--- config.mk ---
export PLATFORM = sky130hd
export DESIGN_NAME = hazard_ctrl
export DESIGN_NICKNAME = d
export VERILOG_FILES = /design/src/rtl/hz_pkg.sv /design/src/rtl/hz_stage_regs.sv /design/src/rtl/hz_hazard_detect.sv /design/src/rtl/hz_fwd_unit.sv /design/src/rtl/hz_redirect.sv /design/src/rtl/hazard_ctrl.sv
export SDC_FILE = /design/constraint.sdc
export NUM_CORES = 1
export LEC_CHECK = 0
export BUFFER_PORTS_ARGS = -buffer_cell sky130_fd_sc_hd__buf_2
export CORE_MARGIN = 4
export CORE_UTILIZATION = 50
export CTS_BUF_LIST = sky130_fd_sc_hd__clkbuf_8
export DETAILED_ROUTE_END_ITERATION = 7
export PLACE_DENSITY = 0.82
export SLEW_MARGIN = 40
export SYNTH_ARGS = -nofsm -noshare
export SYNTH_HDL_FRONTEND = slang
export SYNTH_SLANG_ARGS = --single-unit
--- constraint.sdc ---
create_clock -name clk -period 1.6 [get_ports clk]
set_input_delay 0.24 -clock clk [delete_from_list [all_inputs] [get_ports clk]]
set_output_delay 0.24 -clock clk [all_outputs]
set_load 0.01 [all_outputs]
--- src/rtl/hz_pkg.sv ---
// Package: shared types and helpers for the hazard controller.
// Assumes one instruction per stage and at most one class flag set per instruction.
package hz_pkg;

    parameter int NREG   = 32;
    localparam int REG_AW = $clog2(NREG);
    localparam int NSTAGE = 4;   // ID, EX, MA, WB copies kept by the controller
    localparam int NSRC   = 2;   // source operands per instruction
    localparam int S_ID   = 0;
    localparam int S_EX   = 1;
    localparam int S_MA   = 2;
    localparam int S_WB   = 3;

    typedef logic [REG_AW-1:0] reg_idx_t;

    typedef struct packed {
        logic     valid;
        logic     is_load;
        logic     is_store;
        logic     is_branch;
        logic     is_alu;
        reg_idx_t rs1;
        reg_idx_t rs2;
        reg_idx_t rd;
    } stage_ctl_t;

    localparam stage_ctl_t CTL_NONE = '0;

    typedef enum logic [1:0] {
        FWD_RF   = 2'd0,
        FWD_EXMA = 2'd1,
        FWD_MAWB = 2'd2
    } fwd_sel_e;

    // True when the stage will write a nonzero register.
    function automatic logic writes_reg(stage_ctl_t s);
        return s.valid && (s.is_load || s.is_alu) && (s.rd != '0);
    endfunction

    // True when the stage reads register r through either source; register 0 never matches.
    function automatic logic reads_reg(stage_ctl_t s, reg_idx_t r);
        return s.valid && (r != '0) && ((s.rs1 == r) || (s.rs2 == r));
    endfunction

endpackage

--- src/rtl/hz_stage_regs.sv ---
// Module: control copies of the instruction in ID, EX, MA and WB.
// On a load-use stall ID and EX hold and MA takes an empty slot. While a
// branch is pending, ID takes an empty slot. Reset is synchronous, active low.
module hz_stage_regs
    import hz_pkg::*;
(
    input  logic       clk,
    input  logic       rst_n,
    input  stage_ctl_t if_ctl,
    input  logic       lu_stall,
    input  logic       branch_wait,
    output stage_ctl_t st [NSTAGE]
);

    for (genvar k = 0; k < NSTAGE; k++) begin : g_stage
        if (k == S_ID) begin : g_id
            // ID: hold on load-use, empty slot behind a pending branch, else take IF.
            always_ff @(posedge clk) begin
                if (!rst_n)                          st[k] <= CTL_NONE;
                else if (lu_stall)                   st[k] <= st[k];
                else if (branch_wait || !if_ctl.valid) st[k] <= CTL_NONE;
                else                                 st[k] <= if_ctl;
            end
        end else if (k == S_EX) begin : g_ex
            // EX: hold the consumer during a load-use stall, else advance from ID.
            always_ff @(posedge clk) begin
                if (!rst_n)        st[k] <= CTL_NONE;
                else if (lu_stall) st[k] <= st[k];
                else               st[k] <= st[k-1];
            end
        end else if (k == S_MA) begin : g_ma
            // MA: take an empty slot while EX is held, else advance from EX.
            always_ff @(posedge clk) begin
                if (!rst_n)        st[k] <= CTL_NONE;
                else if (lu_stall) st[k] <= CTL_NONE;
                else               st[k] <= st[k-1];
            end
        end else begin : g_tail
            // Later stages never stall: plain shift.
            always_ff @(posedge clk) begin
                if (!rst_n) st[k] <= CTL_NONE;
                else        st[k] <= st[k-1];
            end
        end
    end

    AST_MA_BUBBLE: assert property (@(posedge clk) disable iff (!rst_n)
        lu_stall |=> !st[S_MA].valid);
    AST_EX_HELD: assert property (@(posedge clk) disable iff (!rst_n)
        lu_stall |=> $stable(st[S_EX]));
    AST_NOTHING_BEHIND_BRANCH: assert property (@(posedge clk) disable iff (!rst_n)
        (st[S_ID].valid && st[S_ID].is_branch && !lu_stall) |=> !st[S_ID].valid);

endmodule

--- src/rtl/hz_hazard_detect.sv ---
// Module: load-use and branch-hold detection, and the stage stall/bubble enables.
// Assumes the stage copies come straight from hz_stage_regs.
module hz_hazard_detect
    import hz_pkg::*;
(
    input  logic       clk,
    input  logic       rst_n,
    input  stage_ctl_t id_ctl,
    input  stage_ctl_t ex_ctl,
    input  stage_ctl_t ma_ctl,
    output logic       lu_stall,
    output logic       branch_wait,
    output logic       stall_if,
    output logic       stall_id,
    output logic       stall_ex,
    output logic       bubble_id,
    output logic       bubble_ma
);

    logic ma_is_load_wr;
    logic br_in_id;
    logic br_in_ex;

    // Load-use: a load in MA whose destination the EX instruction reads (store data included).
    always_comb begin
        ma_is_load_wr = ma_ctl.is_load && writes_reg(ma_ctl);
        lu_stall      = ma_is_load_wr && reads_reg(ex_ctl, ma_ctl.rd);
    end

    // Branch hold: a valid branch in ID or EX blocks further fetching.
    always_comb begin
        br_in_id    = id_ctl.valid && id_ctl.is_branch;
        br_in_ex    = ex_ctl.valid && ex_ctl.is_branch;
        branch_wait = br_in_id || br_in_ex;
    end

    // Per-stage enables derived from the two hazards.
    always_comb begin
        stall_if  = lu_stall || branch_wait;
        stall_id  = lu_stall;
        stall_ex  = lu_stall;
        bubble_ma = lu_stall;
        bubble_id = branch_wait && !lu_stall;
    end

    AST_LU_SINGLE: assert property (@(posedge clk) disable iff (!rst_n)
        lu_stall |=> !lu_stall);
    AST_CLASS_ONEHOT: assert property (@(posedge clk) disable iff (!rst_n)
        ex_ctl.valid |-> $onehot0({ex_ctl.is_load, ex_ctl.is_store,
                                   ex_ctl.is_branch, ex_ctl.is_alu}));

endmodule

--- src/rtl/hz_fwd_unit.sv ---
// Module: forwarding selects for the EX operands.
// Picks the youngest valid producer. A load still in MA is not usable
// (a load-use stall covers that cycle). Source index 0 always reads the register file.
module hz_fwd_unit
    import hz_pkg::*;
(
    input  logic       clk,
    input  logic       rst_n,
    input  stage_ctl_t ex_ctl,
    input  stage_ctl_t ma_ctl,
    input  stage_ctl_t wb_ctl,
    output fwd_sel_e   sel [NSRC]
);

    for (genvar g = 0; g < NSRC; g++) begin : g_opnd
        reg_idx_t src;
        assign src = (g == 0) ? ex_ctl.rs1 : ex_ctl.rs2;

        // Choose the youngest legal producer for this operand.
        always_comb begin
            sel[g] = FWD_RF;
            if (ex_ctl.valid && src != '0) begin
                if (writes_reg(ma_ctl) && ma_ctl.rd == src)
                    sel[g] = ma_ctl.is_alu ? FWD_EXMA : FWD_RF;
                else if (writes_reg(wb_ctl) && wb_ctl.rd == src)
                    sel[g] = FWD_MAWB;
            end
        end

        AST_FWD_LEGAL: assert property (@(posedge clk) disable iff (!rst_n)
            sel[g] != fwd_sel_e'(2'd3));
        AST_FWD_NO_X0: assert property (@(posedge clk) disable iff (!rst_n)
            (src == '0) |-> (sel[g] == FWD_RF));
    end

endmodule

--- src/rtl/hz_redirect.sv ---
// Module: registers the branch outcome when the branch leaves EX.
// The fetch restart is flagged for the one following cycle. A branch held in
// EX by a load-use stall is not resolved until it moves on.
module hz_redirect
    import hz_pkg::*;
(
    input  logic       clk,
    input  logic       rst_n,
    input  stage_ctl_t ex_ctl,
    input  logic       lu_stall,
    input  logic       ex_br_taken,
    output logic       redirect_vld,
    output logic       redirect_taken
);

    logic resolve_now;

    // A branch resolves on the cycle it advances out of EX.
    always_comb begin
        resolve_now = ex_ctl.valid && ex_ctl.is_branch && !lu_stall;
    end

    // Capture the outcome for the fetch restart in the next cycle.
    always_ff @(posedge clk) begin
        if (!rst_n) begin
            redirect_vld   <= 1'b0;
            redirect_taken <= 1'b0;
        end else begin
            redirect_vld   <= resolve_now;
            redirect_taken <= resolve_now ? ex_br_taken : 1'b0;
        end
    end

    AST_REDIRECT_PULSE: assert property (@(posedge clk) disable iff (!rst_n)
        redirect_vld |=> !redirect_vld);

endmodule

--- src/rtl/hazard_ctrl.sv ---
// Module: top of the pipeline hazard stall controller.
// Collects the IF-side instruction class and register indices, keeps per-stage
// control copies, and drives stalls, bubbles, forwarding selects and the fetch
// restart after a branch. All outputs except the restart pair are
// combinational from the stage copies.
module hazard_ctrl
    import hz_pkg::*;
(
    input  logic              clk,
    input  logic              rst_n,
    input  logic              if_valid,
    input  logic              if_is_load,
    input  logic              if_is_store,
    input  logic              if_is_branch,
    input  logic              if_is_alu,
    input  logic [REG_AW-1:0] if_rs1,
    input  logic [REG_AW-1:0] if_rs2,
    input  logic [REG_AW-1:0] if_rd,
    input  logic              ex_br_taken,
    output logic              stall_if,
    output logic              stall_id,
    output logic              stall_ex,
    output logic              bubble_id,
    output logic              bubble_ma,
    output logic [1:0]        fwd_a_sel,
    output logic [1:0]        fwd_b_sel,
    output logic              redirect_vld,
    output logic              redirect_taken
);

    stage_ctl_t if_ctl;
    stage_ctl_t st [NSTAGE];
    fwd_sel_e   sel [NSRC];
    logic       lu_stall;
    logic       branch_wait;

    // Bundle the IF-side fields into one stage record.
    always_comb begin
        if_ctl = '{valid: if_valid, is_load: if_is_load, is_store: if_is_store,
                   is_branch: if_is_branch, is_alu: if_is_alu,
                   rs1: if_rs1, rs2: if_rs2, rd: if_rd};
    end

    hz_stage_regs u_regs (
        .clk         (clk),
        .rst_n       (rst_n),
        .if_ctl      (if_ctl),
        .lu_stall    (lu_stall),
        .branch_wait (branch_wait),
        .st          (st)
    );

    hz_hazard_detect u_det (
        .clk         (clk),
        .rst_n       (rst_n),
        .id_ctl      (st[S_ID]),
        .ex_ctl      (st[S_EX]),
        .ma_ctl      (st[S_MA]),
        .lu_stall    (lu_stall),
        .branch_wait (branch_wait),
        .stall_if    (stall_if),
        .stall_id    (stall_id),
        .stall_ex    (stall_ex),
        .bubble_id   (bubble_id),
        .bubble_ma   (bubble_ma)
    );

    hz_fwd_unit u_fwd (
        .clk    (clk),
        .rst_n  (rst_n),
        .ex_ctl (st[S_EX]),
        .ma_ctl (st[S_MA]),
        .wb_ctl (st[S_WB]),
        .sel    (sel)
    );

    hz_redirect u_redir (
        .clk            (clk),
        .rst_n          (rst_n),
        .ex_ctl         (st[S_EX]),
        .lu_stall       (lu_stall),
        .ex_br_taken    (ex_br_taken),
        .redirect_vld   (redirect_vld),
        .redirect_taken (redirect_taken)
    );

    // Map the operand selects onto the output ports.
    always_comb begin
        fwd_a_sel = sel[0];
        fwd_b_sel = sel[1];
    end

    AST_RESUME_ON_REDIRECT: assert property (@(posedge clk) disable iff (!rst_n)
        redirect_vld |-> !stall_if);
    AST_BRANCH_IN_EX_HOLDS: assert property (@(posedge clk) disable iff (!rst_n)
        (st[S_EX].valid && st[S_EX].is_branch) |-> stall_if);
    AST_RESET_IDLE: assert property (@(posedge clk)
        !rst_n |=> (!redirect_vld && !stall_if && fwd_a_sel == 2'd0));

endmodule

# Yosys cells after proc, flatten, opt, wreduce, memory -nomap -nowiden
# Cells that the tools add are included.
[word_totals] ff_bits=56 inputBits=23 out_inout_bits=11
[op_classes] eq_ne=6 mux=8 bitwise=1 reduce_logical=32
[ops] cell="$eq A5 B5 Y1" count=6
[ops] cell="$mux W20" count=1
[ops] cell="$reduce_bool A5 Y1" count=4
[ops] cell="$logic_and A1 B1 Y1" count=18
[ops] cell="$mux W2" count=6
[ops] cell="$logic_or A1 B1 Y1" count=6
[ops] cell="$logic_not A1 Y1" count=2
[ops] cell="$reduce_and A2 Y1" count=1
[ops] cell="$reduce_or A2 Y1" count=1
[ops] cell="$mux W1" count=1
[ops] cell="$not A1 Y1" count=1

# Logic depth before layout (Yosys ltp)
# Gate-level depths: netlist of run 1.
[depth] depth_word=8 depth_mapped=6

# Cells and area by module
# From an unflattened synthesis of run 1, not the netlist that was laid out.
[unflattened] hier_cells=313 area_unflattened_um2=3294.4
[modules_own_cells] mod="hz_stage_regs" instances=1 cells_per_inst=239 area_per_inst_um2=2730.1 seq_area_each_um2=1601.5
[modules_own_cells] mod="hz_fwd_unit" instances=1 cells_per_inst=45 area_per_inst_um2=322.8 seq_area_each_um2=0.0
[modules_own_cells] mod="hz_hazard_detect" instances=1 cells_per_inst=25 area_per_inst_um2=185.2 seq_area_each_um2=0.0
[modules_own_cells] mod="hz_redirect" instances=1 cells_per_inst=4 area_per_inst_um2=56.3 seq_area_each_um2=40.0

# Worst setup path before layout of run 1
# OpenSTA, ideal clock, no wires.
[synth_timing] kind="reg2out" from="reg u_regs.st[20] (netlist name)" to="out fwd_a_sel[1]" arrival_time_ns=1.629 slack_ns=-0.269 path_stages_with_launch=5 path_buffers=0 path_cell_list="dfxtp_1 or4_1 o21a_1 o21a_1 a2111oi_2"
[synth_via] elab_chain_cells=5
[synth_lines] item="$reduce_bool A5 Y1" line_no="hz_pkg.sv:37" rtl="return s.valid && (s.is_load || s.is_alu) && (s.rd != '0);"
[synth_lines] item="$logic_and A1 B1 Y1" line_no="hz_pkg.sv:37"
[synth_lines] item="$logic_and A1 B1 Y1 *" line_no="hz_fwd_unit.sv:23" rtl="if (writes_reg(ma_ctl) && ma_ctl.rd == src)"
[synth_lines] item="$mux W2 *" line_no="hz_fwd_unit.sv:23"
[synth_lines] item="$mux W2 *" line_no="hz_fwd_unit.sv:22" rtl="if (ex_ctl.valid && src != '0) begin"
[synth_lines] item="end, declared" line_no="hazard_ctrl.sv:25" rtl="output logic [1:0] fwd_a_sel,"
# Every way passes the cells marked *; elsewhere a longest branch is shown, timed or not.

# Worst setup path in the final report of run 1
[layout_timing] from="reg u_regs.st[23] (netlist name)" to="out bubble_id"
[layout_via] elab_chain_cells=6
[layout_lines] item="$eq A5 B5 Y1 or $reduce_bool A5 Y1 (tied branches)" line_no="hz_pkg.sv:42, hz_pkg.sv:37"
[layout_lines] item="$logic_or A1 B1 Y1 (tied with other cells)" line_no="hz_pkg.sv:42" rtl="return s.valid && (r != '0) && ((s.rs1 == r) || (s.rs2 == r));"
[layout_lines] item="$logic_and A1 B1 Y1 (on tied branches)" line_no="hz_pkg.sv:42, hz_hazard_detect.sv:26"
[layout_lines] item="$logic_and A1 B1 Y1 *" line_no="hz_hazard_detect.sv:27" rtl="lu_stall = ma_is_load_wr && reads_reg(ex_ctl, ma_ctl.rd);"
[layout_lines] item="$logic_not A1 Y1 *" line_no="hz_hazard_detect.sv:43" rtl="bubble_id = branch_wait && !lu_stall;"
[layout_lines] item="$logic_and A1 B1 Y1 *" line_no="hz_hazard_detect.sv:43"
[layout_lines] item="end, declared" line_no="hazard_ctrl.sv:23" rtl="output logic bubble_id,"
# Marked as above.

==> results.py, run 1 <==
metrics = {
    "synthesis": {
        "synth_area_sq_mm": 0.00233,
        "yosysSeqAreaShare": 0.481,
        "synth_largest_area_cell": "dfxtp_1",
        "syn_area_per_cell_sq_um": 9.96,
        "yosysMostFrequentCell": "nand2_1",
        "syn-num-nets": 257,
        "synth_top_cell_area_share": 0.481,
        "synth-async-reset-ratio": 0,
        "ys_seq_elements": 56,
        "synth_common_cells": "57 x nand2_1, 56 x dfxtp_1, 37 x mux2i_1",
        "ys_top_cells_by_area": "dfxtp_1 48%, mux2i_1 16%, nand2_1 9.2%",
        "yosys_warnings": 0,
        "synth_enable_flop_cells": 0,
        "synthFlopType": "dfxtp_1",
        "synth_cell_types": 27,
        "synthCells": 234,
    },
    "clock_tree": {
        "ctsRootBufferMaster": "clkbuf_8",
        "clkTransAtPathRegs_ps": 100,
        "h-tree-depth": 2,
        "cts_buffers": 5,
        "insertion_delay_ps": 320,
        "cts.path.max_buffers": 2,
        "cts_tree": "done",
        "cts.sinks": 56,
    },
    "die": {
        "die_area_sq_mm": 0.00582,
        "placeableCoreArea_sq_mm": 0.00444,
        "ios": 34,
        "die_h_um": 76.3,
        "die_x_um": 76.3,
        "std_cell_rows": 24,
        "start_util": 0.524,
    },
    "timing": {
        "finalCriticalPeriod_ps": 2270,
        "fin_ws_ps": -669,
        "setup_viol": 57,
        "tightest_slew_ps": 330,
        "hold_violations": 0,
        "final.setup_skew_ps": 16.1,
        "period_share": 1.42,
        "report.final.slew_viol_count": 0,
        "tns_ps": -24000,
        "hold_ws_ps": 156,
        "rsz0062_at_grt": "true",
        "slew_headroom": 0.780,
        "clock.fmax_mhz": 441,
    },
    "setup_path": {
        "slowest_delay_ps": 530,
        "critPathMaxFanout": 4,
        "critPathMostFrequentCell": "buf_6",
        "worstPathBufferInverterCount": 3,
        "crit_path_top_delay_cell": "or4_1",
        "endpoint_kind": "output port",
        "critPathTopFamily": "simple AND/OR/NAND/NOR gates",
        "path_cells": "or4_1, o21a_1, buf_6, nand3_4, a21oi_4, buf_6, nor2_4, buf_6",
        "path_class": "flip-flop to output port",
        "crit_required_ps": 1360,
        "setup.worst_path.start_class": "flip-flop",
        "crit_arrival_ps": 2030,
    },
    "global_route": {
        "antenna_found_initial": 0,
        "grt_pass1_wl_mm": 8.49,
        "grt_max_degree": 43,
        "grt_pass1_vias": 1915,
        "overflow": 0,
        "grt_usage": 0.183,
    },
    "pwr": {
        "design_power_total_mw": 2.46,
        "irDropWorstVdd_v": 0.000593,
        "p_leak_nw": 1.31,
        "p_per_area_mw_per_mm2": 795,
    },
    "run": {
        "cap_viol_max_count": 0,
    },
    "finish": {
        "regArea_sq_mm": 0.00112,
        "final_cells": 349,
        "layout-drive-gt1-share": 0.316,
        "fill_cells": 309,
        "nets": 319,
        "utilization": 0.697,
        "antenna_cells": 0,
        "multiInputGateArea_sq_mm": 0.00121,
        "synthToLayoutAreaGrowth_pct": 33.0,
        "fin_area_sq_mm": 0.00310,
    },
    "detailed_routing": {
        "antenna_left": 0,
        "wl_per_cell_um": 16.5,
        "num_vias": 1858,
        "drt_wl_total_mm": 5.76,
        "via_per_inst": 5.32,
        "drtPass1Iterations": 4,
        "drtIter0Drc": 127,
        "drc": 0,
    },
    "place": {
        "placed_cells": 331,
        "port_buffers": 32,
        "hpwl_mm": 3.34,
        "dp_slack_ps": -344,
        "post_dp_cell_area_sq_mm": 0.00273,
        "place.gp.congestion": 0.856,
    },
    "run_status": {
        "status": "complete, but fails checks",
        "violations": "setup timing",
    },
    "worst_hold_path": {
        "hp-class": "input pin to flip-flop",
    },
}
==> report_power, final <==
part / switching, mW / total [mW] / internal [mW]
clock: 0.450 / 0.796 / 0.347
combinational: 0.111 / 0.208 / 0.0976
sequential: 0.0263 / 1.46 / 1.43
==> layout by cell type (no fill, tap or decap), types with 2 or more instances in the layout <==
cell type | synthesis | routed
nand2_1 | 57 | 56
dfxtp_1 | 56 | 54
mux2i_1 | 37 | 35
buf_2 | 1 | 27
buf_4 | 2 | 21
buf_6 | 5 | 15
xor2_1 | 12 | 12
xnor2_1 | 8 | 8
and2_1 | 8 | 8
and3b_1 | 8 | 8
clkbuf_8 | 0 | 6
nor3_1 | 6 | 4
nand3_1 | 4 | 4
or4_1 | 4 | 4
inv_1 | 3 | 3
buf_8 | 0 | 3
o21a_1 | 3 | 2
o21ai_1 | 0 | 2
nor3_2 | 0 | 2
a2111oi_4 | 0 | 2
clkinv_2 | 0 | 2
buf_12 | 0 | 2
dfxtp_2 | 0 | 2
==> repair_timing <==
item,4_1_cts,5_1_grt
gates cloned,1,1
pin swaps,5,9
buffers inserted,6,4
resized for setup,20,24
endpoints found under the setup margin,55,57
hold buffers,0,0
==> routing by layer <==
metal / track usage / vias to the layer above / share of wire
met5: 0 / - / 0
met4: 0.0996 / 0 / 0.052
met3: 0.0414 / 20 / 0.046
met2: 0.331 / 52 / 0.51
met1: 0.195 / 878 / 0.39
li1: - / 908 / -
==> cell type report <==
cell class              instances  area share
flip-flops and latches         56       0.363
well taps                      52      0.0210
repair buffers                 70       0.193
multi-input cells             160       0.390
clock inverters                 2     0.00323
clock buffers                   6      0.0266
inverters                       3     0.00363
==> final timing paths <==
kind,start,to,slack (ps),cells past startpoint
max,u_regs.st[23]$_SDFF_PP0_,bubble_id,-670,8
min,if_is_load,u_regs.st[78]$_SDFFE_PN0N_,160,3
max reg2reg,u_regs.st[23]$_SDFF_PP0_,u_redir.redirect_taken$_SDFF_PN0_,-540,9
min reg2reg,u_regs.st[58]$_SDFFE_PN0N_,u_regs.st[58]$_SDFFE_PN0N_,460,2
==> sequential cells by signal, indices dropped and copies added (netlist names) <==
signal                  count
u_regs.st                  54
u_redir.redirect_taken      1
u_redir.redirect_vld        1
==> worst register-to-register path, stage by stage (launching register included) <==
cell and delay [ps]:
dfxtp_2 340, or4_1 530, o21a_1 240, buf_6 130, nand3_4 80, a21oi_4 50
buf_6 150, buf_8 140, buf_6 130, nor4bb_4 270
==> cell families after synthesis <==
kind of cell	Yosys count	share of synthesized area
and+or+nand+nor	93	0.199
AOI/OAI and AO/OA	10	0.0376
buffers and inverters	18	0.0488
DFF	56	0.481
xor gates and xnor gates	20	0.0751
muxes	37	0.159
(Power assumes the default switching activity.)
==> inputs of run 2 (changes only) <==
Settings changed: CORE_UTILIZATION 50 to 53, PLACE_DENSITY 0.82 to 0.86.
==> results.py, run 2 (same netlist as run 1, synthesis figures left out) <==
metrics = {
    "clock_tree": {
        "h-tree-depth": 2,
        "clkTransAtPathRegs_ps": 90,
        "cts.sinks": 56,
        "cts_tree": "done",
        "cts_buffers": 5,
        "ctsRootBufferMaster": "clkbuf_8",
        "insertion_delay_ps": 310,
        "cts.path.max_buffers": 2,
    },
    "run": {
        "cap_viol_max_count": 0,
    },
    "timing": {
        "rsz0062_at_grt": "true",
        "final.setup_skew_ps": 8.91,
        "setup_viol": 57,
        "period_share": 1.41,
        "fin_ws_ps": -649,
        "slew_headroom": 0.768,
        "report.final.slew_viol_count": 0,
        "hold_violations": 0,
        "clock.fmax_mhz": 445,
        "finalCriticalPeriod_ps": 2250,
        "tightest_slew_ps": 347,
    },
    "detailed_routing": {
        "via_per_inst": 5.23,
        "antenna_left": 0,
        "drtIter0Drc": 110,
        "wl_per_cell_um": 15.8,
        "drt_wl_total_mm": 5.47,
        "drtPass1Iterations": 4,
        "drc": 0,
        "num_vias": 1810,
    },
    "finish": {
        "layout-drive-gt1-share": 0.314,
        "regMostFlops": "u_regs.st",
        "largest_register_ffs": 54,
        "fill_cells": 272,
        "antenna_cells": 0,
        "synthToLayoutAreaGrowth_pct": 29.7,
        "nets": 318,
        "top_regs": "u_regs.st (54), u_redir.redirect_taken (1), u_redir.redirect_vld (1)",
        "final_common_cell": "nand2_1",
        "layout.cells.most_common_list": "56 x nand2_1, 54 x dfxtp_1, 36 x mux2i_1",
        "fin_area_sq_mm": 0.00302,
    },
    "setup_path": {
        "timing.rr.start": "u_regs.st[20]$_SDFF_PP0_",
        "critPathTopFamily": "simple AND/OR/NAND/NOR gates",
        "reg2regPathDepth": 10,
        "setup.worst_path.start_class": "flip-flop",
        "slowest_delay_ps": 520,
        "r2r_end": "u_regs.st[70]$_SDFFE_PN0N_",
        "path_class": "flip-flop to output port",
        "path_cells": "or4_1, o21a_1, buf_4, nand3_4, a21oi_4, buf_6, nor2_4, buf_6",
        "worstPathBufferInverterCount": 3,
        "critPathMostFrequentCell": "buf_6",
        "ff2ff_setup_slack_ps": -550,
        "crit_path_top_delay_cell": "or4_1",
        "endpoint_kind": "output port",
        "critPathMaxFanout": 7,
        "crit_required_ps": 1360,
        "crit_arrival_ps": 2010,
    },
    "pwr": {
        "irDropWorstVdd_v": 0.000548,
        "p_leak_nw": 1.28,
        "p_per_area_mw_per_mm2": 847,
    },
    "place": {
        "post_dp_cell_area_sq_mm": 0.00273,
        "hpwl_mm": 3.38,
        "place.gp.congestion": 0.797,
        "dp_slack_ps": -331,
        "port_buffers": 32,
    },
    "worst_hold_path": {
        "holdPathEnd": "u_regs.st[75]$_SDFFE_PN0N_",
        "hold_depth": 3,
        "hp-class": "input pin to flip-flop",
        "hold_start": "if_is_alu",
    },
    "global_route": {
        "grt_pass1_wl_mm": 8.48,
        "antenna_found_initial": 0,
        "overflow": 0,
        "grt_usage": 0.208,
        "grt_max_degree": 31,
        "grt_pass1_vias": 1783,
    },
    "die": {
        "placeableCoreArea_sq_mm": 0.00412,
        "ios": 34,
        "die_h_um": 74.3,
        "std_cell_rows": 23,
        "start_util": 0.566,
        "die_x_um": 74.3,
        "die_area_sq_mm": 0.00552,
    },
    "run_status": {
        "violations": "setup timing",
        "status": "complete, but fails checks",
    },
}
run 2: timing repair:
item | in CTS | in global routing
hold buffers | 0 | 0
setup endpoints to repair | 57 | 57
gates resized for setup | 20 | 3
cloned | 1 | 0
setup buffers | 8 | 3
pin swaps | 3 | 3
run 2: report_power, final:
part	switching [mW]	total [mW]	internal, mW	leakage (nW)
clock network	0.450	0.914	0.463	0.0541
registers	0.0255	1.46	1.43	0.457
logic	0.105	0.191	0.0856	0.770
run 2: worst max-delay path by stage:
stage                             startpoint      endpoint  slack (ps)  cells after the start
global placement    u_regs.st[20]$_SDFF_PP0_  fwd_b_sel[1]        -300                      5
CTS                 u_regs.st[20]$_SDFF_PP0_  fwd_a_sel[1]        -620                      5
detailed placement  u_regs.st[20]$_SDFF_PP0_  fwd_a_sel[1]        -330                      5
finish              u_regs.st[20]$_SDFF_PP0_     bubble_id        -650                      8
global route        u_regs.st[20]$_SDFF_PP0_  fwd_a_sel[1]        -710                      5
floorplan           u_regs.st[20]$_SDFF_PP0_  fwd_a_sel[1]        -180                      4
run 2: tightest hold or removal path, delay by kind of cell:
family                 cells  cell delay [ps]
buffers and inverters      1               90
and+or+nand+nor            1               40
muxes                      1               50
run 2: layer usage:
layer	vias to the layer above	part of all wire	global-route usage	routed length, um
met4	0	0.026	0.0850	140
met1	856	0.39	0.233	2150
met2	42	0.54	0.384	2970
met5	-	0	0	0
met3	11	0.037	0.0392	203
li1	901	-	-	-
run 2: final cells by class:
class / instances / area, sq um / share of cell area
Clock buffer: 5 / 68.8 / 0.0228
Clock inverter: 3 / 42.5 / 0.0141
Inverter: 3 / 11.3 / 0.00372
Multi-Input combinational cell: 160 / 1180 / 0.391
Sequential cell: 56 / 1120 / 0.372
Tap cell: 50 / 62.6 / 0.0207
Timing Repair Buffer: 69 / 533 / 0.176
run 2: stage by stage:
| step | hold slack, ps | cells | setup TNS [ps] | total power, mW | util |
|---|---|---|---|---|---|
| finish | 160 | 346 | -25630 | 2.56 | 0.735 |
| global route | 153 | 346 | -28270 | 2.65 | 0.735 |
| CTS | 155 | 344 | -18380 | 2.56 | 0.728 |
| detailed placement | 452 | 328 | -13330 | 1.67 | 0.663 |
| global placement | 443 | 328 | -5880 | 1.66 | 0.663 |
| floorplan | 379 | 234 | -912 | 1.59 | - |
